## config.mk

```make
export PLATFORM = sky130hd
export DESIGN_NAME = unlock_seq_decoder
export DESIGN_NICKNAME = d
export VERILOG_FILES = /design/src/rtl/usd_pkg.sv /design/src/rtl/usd_tok_match.sv /design/src/rtl/usd_cmd_fsm.sv /design/src/rtl/usd_lock_timer.sv /design/src/rtl/usd_id_mux.sv /design/src/rtl/unlock_seq_decoder.sv
export SDC_FILE = /design/constraint.sdc
export NUM_CORES = 1
export LEC_CHECK = 0
export ABC_AREA = 1
export BUFFER_PORTS_ARGS = -buffer_cell sky130_fd_sc_hd__buf_2
export CAP_MARGIN = 15
export CORE_MARGIN = 2
export CORE_UTILIZATION = 55
export CTS_BUF_LIST = sky130_fd_sc_hd__clkbuf_16
export DETAILED_ROUTE_END_ITERATION = 8
export GPL_TIMING_DRIVEN = 0
export MAX_ROUTING_LAYER = met4
export PLACE_DENSITY = 0.8
export SLEW_MARGIN = 10
export SYNTH_ARGS = -nofsm -noshare
export SYNTH_HDL_FRONTEND = slang
export SYNTH_SLANG_ARGS = --single-unit
export TNS_END_PERCENT = 10
```

## constraint.sdc

```tcl
create_clock -name clk -period 2.8 [get_ports clk]
set_clock_uncertainty 0.05 [all_clocks]
set_input_delay 0.42 -clock clk [delete_from_list [all_inputs] [get_ports clk]]
set_output_delay 0.42 -clock clk [all_outputs]
set_load 0.1 [all_outputs]
```

## src/rtl/usd_pkg.sv

```systemverilog
package usd_pkg;

    localparam int CMD_AW = 15;

    localparam logic [CMD_AW-1:0] ADR_LEAD   = 15'h5555;
    localparam logic [CMD_AW-1:0] ADR_SECOND = 15'h2AAA;

    localparam logic [7:0] D_LEAD   = 8'hAA;
    localparam logic [7:0] D_SECOND = 8'h55;
    localparam logic [7:0] D_PROT   = 8'hA0;
    localparam logic [7:0] D_EXT    = 8'h80;
    localparam logic [7:0] D_EXIT   = 8'hF0;
    localparam logic [7:0] D_UNPROT = 8'h20;
    localparam logic [7:0] D_ERASE  = 8'h10;
    localparam logic [7:0] D_IDENT  = 8'h60;

    typedef enum logic [3:0] {
        TK_NONE,
        TK_LEAD,
        TK_SECOND,
        TK_PROT,
        TK_EXT,
        TK_EXIT,
        TK_UNPROT,
        TK_ERASE,
        TK_IDENT,
        TK_OTHER
    } tok_t;

    typedef enum logic [2:0] {
        ST_IDLE,
        ST_PRE1,
        ST_PRE2,
        ST_EXT1,
        ST_EXT2,
        ST_EXT3,
        ST_ARMED
    } st_t;

endpackage

```

## src/rtl/usd_tok_match.sv

```systemverilog
module usd_tok_match
    import usd_pkg::*;
#(
    parameter int ADDR_W = 17,
    parameter int DATA_W = 8
) (
    input  logic              valid,
    input  logic [ADDR_W-1:0] addr,
    input  logic [DATA_W-1:0] data,
    output tok_t              tok
);

    localparam int HI_W = ADDR_W - CMD_AW;

    logic [CMD_AW-1:0] low_addr;
    logic [HI_W-1:0]   unused_hi;
    logic              at_lead;
    logic              at_second;

    assign low_addr  = addr[CMD_AW-1:0];
    assign unused_hi = addr[ADDR_W-1:CMD_AW];
    assign at_lead   = (low_addr == ADR_LEAD);
    assign at_second = (low_addr == ADR_SECOND);

    always_comb begin
        tok = TK_OTHER;
        if (!valid) begin
            tok = TK_NONE;
        end else if (at_second) begin
            if (data == D_SECOND) tok = TK_SECOND;
        end else if (at_lead) begin
            unique case (data)
                D_LEAD:   tok = TK_LEAD;
                D_PROT:   tok = TK_PROT;
                D_EXT:    tok = TK_EXT;
                D_EXIT:   tok = TK_EXIT;
                D_UNPROT: tok = TK_UNPROT;
                D_ERASE:  tok = TK_ERASE;
                D_IDENT:  tok = TK_IDENT;
                default:  tok = TK_OTHER;
            endcase
        end
    end

endmodule

```

## src/rtl/usd_cmd_fsm.sv

```systemverilog
module usd_cmd_fsm
    import usd_pkg::*;
(
    input  logic clk,
    input  logic rst_n,
    input  tok_t tok,
    input  logic locked,
    output logic lock_go,
    output logic prot_on,
    output logic id_mode,
    output logic wr_permit,
    output logic erase_req
);

    st_t  st;
    st_t  st_nxt;
    logic act_wr;
    logic act_er;
    logic set_prot;
    logic clr_prot;
    logic set_id;
    logic clr_id;
    logic brk;
    logic live;

    assign live = (tok != TK_NONE) && !locked;

    always_comb begin
        st_nxt   = st;
        act_wr   = 1'b0;
        act_er   = 1'b0;
        set_prot = 1'b0;
        clr_prot = 1'b0;
        set_id   = 1'b0;
        clr_id   = 1'b0;
        brk      = 1'b0;
        lock_go  = 1'b0;
        if (live) begin
            unique case (st)
                ST_IDLE: begin
                    if (tok == TK_LEAD) st_nxt = ST_PRE1;
                    else                brk    = 1'b1;
                end
                ST_PRE1: begin
                    if (tok == TK_SECOND) st_nxt = ST_PRE2;
                    else                  brk    = 1'b1;
                end
                ST_PRE2: begin
                    if (tok == TK_PROT) begin
                        set_prot = 1'b1;
                        st_nxt   = ST_ARMED;
                    end else if (tok == TK_EXT) begin
                        st_nxt = ST_EXT1;
                    end else if (tok == TK_EXIT) begin
                        clr_id = 1'b1;
                        st_nxt = ST_IDLE;
                    end else begin
                        brk = 1'b1;
                    end
                end
                ST_EXT1: begin
                    if (tok == TK_LEAD) st_nxt = ST_EXT2;
                    else                brk    = 1'b1;
                end
                ST_EXT2: begin
                    if (tok == TK_SECOND) st_nxt = ST_EXT3;
                    else                  brk    = 1'b1;
                end
                ST_EXT3: begin
                    if (tok == TK_UNPROT) begin
                        clr_prot = 1'b1;
                        st_nxt   = ST_IDLE;
                    end else if (tok == TK_ERASE) begin
                        act_er = 1'b1;
                        st_nxt = ST_IDLE;
                    end else if (tok == TK_IDENT) begin
                        set_id = 1'b1;
                        st_nxt = ST_IDLE;
                    end else begin
                        brk = 1'b1;
                    end
                end
                ST_ARMED: begin
                    act_wr = 1'b1;
                    st_nxt = ST_IDLE;
                end
                default: begin
                    st_nxt = ST_IDLE;
                end
            endcase
            if (brk) begin
                st_nxt = ST_IDLE;
                if (prot_on) lock_go = 1'b1;
                else         act_wr  = 1'b1;
            end
        end
    end

    // state register
    always_ff @(posedge clk or negedge rst_n) begin
        if (!rst_n) st <= ST_IDLE;
        else        st <= st_nxt;
    end

    // output and mode flags
    always_ff @(posedge clk or negedge rst_n) begin
        if (!rst_n) begin
            prot_on   <= 1'b0;
            id_mode   <= 1'b0;
            wr_permit <= 1'b0;
            erase_req <= 1'b0;
        end else begin
            wr_permit <= act_wr;
            erase_req <= act_er;
            if (set_prot)      prot_on <= 1'b1;
            else if (clr_prot) prot_on <= 1'b0;
            if (set_id)        id_mode <= 1'b1;
            else if (clr_id)   id_mode <= 1'b0;
        end
    end

endmodule

```

## src/rtl/usd_lock_timer.sv

```systemverilog
module usd_lock_timer #(
    parameter int LOCK_CYCLES = 40000
) (
    input  logic clk,
    input  logic rst_n,
    input  logic start,
    output logic locked
);

    localparam int CW = $clog2(LOCK_CYCLES + 1);
    localparam logic [CW-1:0] LOAD_VAL = CW'(LOCK_CYCLES);

    logic [CW-1:0] cnt;

    always_ff @(posedge clk or negedge rst_n) begin
        if (!rst_n)          cnt <= '0;
        else if (start)      cnt <= LOAD_VAL;
        else if (cnt != '0)  cnt <= cnt - 1'b1;
    end

    assign locked = (cnt != '0);

endmodule

```

## src/rtl/usd_id_mux.sv

```systemverilog
module usd_id_mux
    import usd_pkg::*;
#(
    parameter int         ADDR_W   = 17,
    parameter logic [7:0] MFR_CODE = 8'hBF,
    parameter logic [7:0] DEV_CODE = 8'h07
) (
    input  logic              id_mode,
    input  logic [ADDR_W-1:0] rd_addr,
    output logic              id_hit,
    output logic [7:0]        id_data
);

    localparam int HI_W = ADDR_W - CMD_AW;

    logic [HI_W-1:0] unused_hi;

    assign unused_hi = rd_addr[ADDR_W-1:CMD_AW];
    assign id_hit    = id_mode && (rd_addr[CMD_AW-1:1] == '0);
    assign id_data   = !id_hit     ? 8'h00 :
                       rd_addr[0]  ? DEV_CODE : MFR_CODE;

endmodule

```

## src/rtl/unlock_seq_decoder.sv

```systemverilog
module unlock_seq_decoder
    import usd_pkg::*;
#(
    parameter int         ADDR_W      = 17,
    parameter int         LOCK_CYCLES = 40000,
    parameter logic [7:0] MFR_CODE    = 8'hBF,
    parameter logic [7:0] DEV_CODE    = 8'h07
) (
    input  logic              clk,
    input  logic              rst_n,
    input  logic              ld_valid,
    input  logic [ADDR_W-1:0] ld_addr,
    input  logic [7:0]        ld_data,
    input  logic [ADDR_W-1:0] rd_addr,
    output logic              prot_on,
    output logic              wr_permit,
    output logic              erase_req,
    output logic              id_mode,
    output logic              lockout,
    output logic              id_hit,
    output logic [7:0]        id_data
);

    tok_t tok;
    logic lock_go;

    usd_tok_match #(.ADDR_W(ADDR_W), .DATA_W(8)) u_match (
        .valid (ld_valid),
        .addr  (ld_addr),
        .data  (ld_data),
        .tok   (tok)
    );

    usd_cmd_fsm u_fsm (
        .clk       (clk),
        .rst_n     (rst_n),
        .tok       (tok),
        .locked    (lockout),
        .lock_go   (lock_go),
        .prot_on   (prot_on),
        .id_mode   (id_mode),
        .wr_permit (wr_permit),
        .erase_req (erase_req)
    );

    usd_lock_timer #(.LOCK_CYCLES(LOCK_CYCLES)) u_lock (
        .clk    (clk),
        .rst_n  (rst_n),
        .start  (lock_go),
        .locked (lockout)
    );

    usd_id_mux #(.ADDR_W(ADDR_W), .MFR_CODE(MFR_CODE), .DEV_CODE(DEV_CODE)) u_idm (
        .id_mode (id_mode),
        .rd_addr (rd_addr),
        .id_hit  (id_hit),
        .id_data (id_data)
    );

endmodule

```

==> results.py <==
metrics = {
    "route": {
        "route.vias.total": 2185,
        "detail_route.iter0.violations": 143,
        "drc": 0,
        "drt_wl_total_mm": 4.57,
        "avgViaCountPerCell": 4.95,
        "drt_first_pass_iters": 4,
        "post_dr_wirelength_cell_um": 10.4,
        "detail-route-antenna-nets": 0,
    },
    "logic_synthesis": {
        "post_synth_most_frequent_cells": "69 x sky130_fd_sc_hd__nand2_1, 66 x sky130_fd_sc_hd__nor2_1, 41 x sky130_fd_sc_hd__inv_1, 28 x sky130_fd_sc_hd__nand3_1, 23 x sky130_fd_sc_hd__dfrtp_1",
        "yosys_register_bits": 23,
        "ys_types": 33,
        "syn-mean-instance-area_um2": 6.34,
        "synth-edff-count": 0,
        "yosysWarnings": 0,
        "dominantRegCellSynth": "sky130_fd_sc_hd__dfrtp_1",
        "syn-num-nets": 383,
        "synth_top_area_share_pct": 26.9,
        "ys_seq_area_share_pct": 26.9,
        "netlist.top_cell.by_area": "sky130_fd_sc_hd__dfrtp_1",
        "post-synth-top-count-cell": "sky130_fd_sc_hd__nand2_1",
        "synth.area.top_cells": "sky130_fd_sc_hd__dfrtp_1 27%, sky130_fd_sc_hd__nand2_1 12%, sky130_fd_sc_hd__nor2_1 12%, sky130_fd_sc_hd__inv_1 7.2%, sky130_fd_sc_hd__nand3_1 6.6%",
        "synth.cell_area_um2": 2140,
        "async_flop_share_pct": 100,
        "syn_inst": 337,
    },
    "worst_setup_path": {
        "timing.critical_path.arrival_ps": 2000,
        "r2r_start": "u_lock.cnt[0]",
        "start_kind": "input pin",
        "path_cells": "buf_2 > or4_1 > nor4_4 > buf_4 > buf_2",
        "crit_top_cell": "sky130_fd_sc_hd__buf_2",
        "critPathRequiredTime_ps": 2330,
        "cp_num_buf_inv": 3,
        "crit_path_end_kind": "output pin",
        "cp_top_family": "simple AND/OR/NAND/NOR gates",
        "worstPathMaxFanout": 4,
        "ff2ff_setup_slack_ps": 630,
        "crit-reg2reg-capture": "u_fsm.erase_req",
        "setup.worst_path.class": "in2out",
        "critical_path.max_stage_delay_ps": 620,
        "reg2reg_depth": 10,
        "cp_slowest_cell": "sky130_fd_sc_hd__or4_1",
    },
    "clock_tree": {
        "cts_sinks": 23,
        "cts.repair.resized": 0,
        "max-clock-path-buffers": 2,
        "cts_hold_buffers": 0,
        "worst_skew_pair.late_latency_ps": 250,
        "clkTransAtPathRegs_ps": 60,
        "cts_buffers": 3,
        "cts_tree": "yes",
        "htree_num_levels": 1,
        "postCtsSetupBuffers": 0,
        "cts_root_buf": "sky130_fd_sc_hd__clkbuf_16",
    },
    "flow_run": {
        "max-cap-violations": 0,
    },
    "sta": {
        "maxSlewViolCount": 0,
        "setup_violations": 0,
        "tns_ps": 0,
        "timing.final.crit_share_pct": 88.2,
        "hold_violations": 0,
        "rsz0062_at_grt": "no",
        "timing.slew.headroom_pct": 67.1,
        "timing_worst_slew_pin_value_ps": 490,
        "achievable-frequency_ghz": 0.405,
        "clock_period_minus_worst_slack_ps": 2470,
    },
    "pwr": {
        "max-vdd-ir-drop_v": 0.000296,
        "power.share.clock_pct": 28.4,
        "pwr_density_cell_nw_per_um2": 414,
        "netSwitchingPower_mw": 0.349,
        "p_total_mw": 1.07,
        "intPower_mw": 0.719,
        "static_leakage_nw": 1.34,
        "power.share.sequential_pct": 45.5,
        "combPwrFrac_pct": 26.1,
        "swShare_pct": 32.7,
    },
    "place": {
        "placement.cell_area_um2": 2500,
        "io_buffers": 52,
        "dp_hpwl_mm": 3.78,
        "routabilityCongestion": 0.907,
    },
    "finish": {
        "layout_area_growth_over_synthesis_pct": 20.7,
        "ff_latch_area_um2": 579,
        "layout.cell_area.non_filler_um2": 2580,
        "n_antenna_cell": 0,
        "layout_fillers": 357,
        "post_route_cells_drive_above_1_share_pct": 28.8,
        "design.final.nets": 440,
        "multiInputGateArea_um2": 1330,
    },
    "floorplanning": {
        "die_x_um": 66.3,
        "core_um2": 3690,
        "initial_utilization_pct": 57.9,
        "core.rowCount": 22,
        "die_h_um": 66.3,
        "design.portCount": 59,
        "floorplan.die_area_um2": 4400,
    },
    "grt": {
        "vias_in_the_first_global_route": 1897,
        "grt_first_pass_wirelength_mm": 7.86,
        "globalRouteOverflowTotal": 0,
        "antenna_found_initial": 0,
        "largest_net_degree_at_the_start_of_global_routing": 24,
        "grt_usage_pct": 23.0,
    },
    "worst_hold_path": {
        "worst_hold_path_type": "in2async",
    },
    "run_status": {
        "status": "finished clean",
    },
}
[through the flow]
| step | setup WS, ps | std cells | hold WS (ps) | util [%] |
|---|---|---|---|---|
| final | 331 | 441 | 75.4 | 69.9 |
| after global routing | 87.9 | 441 | 125 | 69.9 |
| after CTS | 309 | 441 | 98.3 | 69.9 |
| after detailed placement | 309 | 437 | 366 | 67.7 |
| after global placement | 329 | 437 | 362 | 67.7 |
| after floorplan | -290 | 337 | 74.4 | - |
[how the worst max path moves through the flow]
stage | startpoint | endpoint | slack (ps) | depth (start not counted)
finish | rd_addr[2] | id_data[7] | 330 | 5
global route | rd_addr[10] | id_data[7] | 90 | 6
CTS | rd_addr[10] | id_data[7] | 310 | 6
detailed placement | rd_addr[10] | id_data[7] | 310 | 6
global placement | rd_addr[10] | id_data[7] | 330 | 6
floorplan | rd_addr[6] | id_data[7] | -290 | 3
[cell usage in the layout (no fill, tap or decap), types with 2 or more instances in the layout]
cell | netlist | routed
sky130_fd_sc_hd__nor2_2 | 6 | 6
sky130_fd_sc_hd__nand2_1 | 69 | 69
sky130_fd_sc_hd__buf_4 | 7 | 5
sky130_fd_sc_hd__inv_1 | 41 | 41
sky130_fd_sc_hd__nand4_1 | 10 | 10
sky130_fd_sc_hd__buf_6 | 1 | 3
sky130_fd_sc_hd__nor2_1 | 66 | 66
sky130_fd_sc_hd__clkbuf_16 | 0 | 3
sky130_fd_sc_hd__dfrtp_1 | 23 | 22
sky130_fd_sc_hd__nor3_1 | 10 | 9
sky130_fd_sc_hd__a21oi_2 | 2 | 2
sky130_fd_sc_hd__nand2_4 | 2 | 2
sky130_fd_sc_hd__xnor2_1 | 2 | 2
sky130_fd_sc_hd__a21oi_1 | 3 | 3
sky130_fd_sc_hd__inv_2 | 13 | 13
sky130_fd_sc_hd__o22ai_1 | 2 | 2
sky130_fd_sc_hd__o21ai_0 | 7 | 7
sky130_fd_sc_hd__xor2_1 | 10 | 10
sky130_fd_sc_hd__nand3_1 | 28 | 28
sky130_fd_sc_hd__buf_2 | 0 | 52
sky130_fd_sc_hd__nor3_2 | 2 | 2
sky130_fd_sc_hd__nand3_2 | 6 | 6
sky130_fd_sc_hd__nor4_1 | 4 | 3
sky130_fd_sc_hd__nand2_2 | 10 | 10
sky130_fd_sc_hd__nand3b_1 | 2 | 2
[layout make-up]
| type | instances | area share, % |
|---|---|---|
| clock buffers | 3 | 2.91 |
| multi-input cells | 252 | 51.4 |
| repair buffers | 52 | 10.1 |
| flip-flops and latches | 23 | 22.5 |
| inverters | 54 | 7.86 |
| clock inverters | 1 | 0.194 |
| plain buffers | 8 | 2.77 |
| well taps | 48 | 2.33 |
[worst reg2reg max path: stages (launching register included)]
cell and delay (ps):
sky130_fd_sc_hd__dfrtp_1 360, sky130_fd_sc_hd__inv_1 130, sky130_fd_sc_hd__ha_1 180, sky130_fd_sc_hd__nand2_1 130
sky130_fd_sc_hd__nor3_2 260, sky130_fd_sc_hd__inv_1 90, sky130_fd_sc_hd__nor2_1 130, sky130_fd_sc_hd__nand2_1 110
sky130_fd_sc_hd__nor2_1 140, sky130_fd_sc_hd__nand2_1 80, sky130_fd_sc_hd__nor4_1 360
[flip-flops by register name, summed over array words and instances, names as in the netlist]
register	flops
u_fsm.erase_req	1
u_fsm.id_mode	1
u_fsm.prot_on	1
u_fsm.st	3
u_fsm.wr_permit	1
u_lock.cnt	16
[cells by family after synthesis]
group	Yosys count	share of synthesized area, %
adder cells (fa/ha/maj)	1	0.585
other	1	0.175
AO/OA/AOI/OAI	15	4.10
AND/OR/NAND/NOR	223	50.8
buffers and inverters	62	12.5
flip-flops	23	26.9
XOR/XNOR	12	4.92
[power groups by stage]
stage,clock [mW],combinational [mW],sequential (mW)
final,0.303,0.279,0.486
after global routing,0.316,0.322,0.497
after CTS,0.308,0.281,0.486
after detailed placement,0,0.277,0.491
after global placement,0,0.266,0.486
after floorplan,0,0.203,0.471
[layer usage]
| metal | track usage, % | vias to the layer above | part of all wire [%] |
|---|---|---|---|
| li1 | - | 1171 | - |
| met1 | 29.3 | 959 | 46 |
| met2 | 40.1 | 53 | 49 |
| met3 | 3.58 | 2 | 4.1 |
| met4 | 2.30 | 0 | 0.31 |
| met5 | - | - | 0 |
Note: power is estimated with default switching activity, not from simulation.
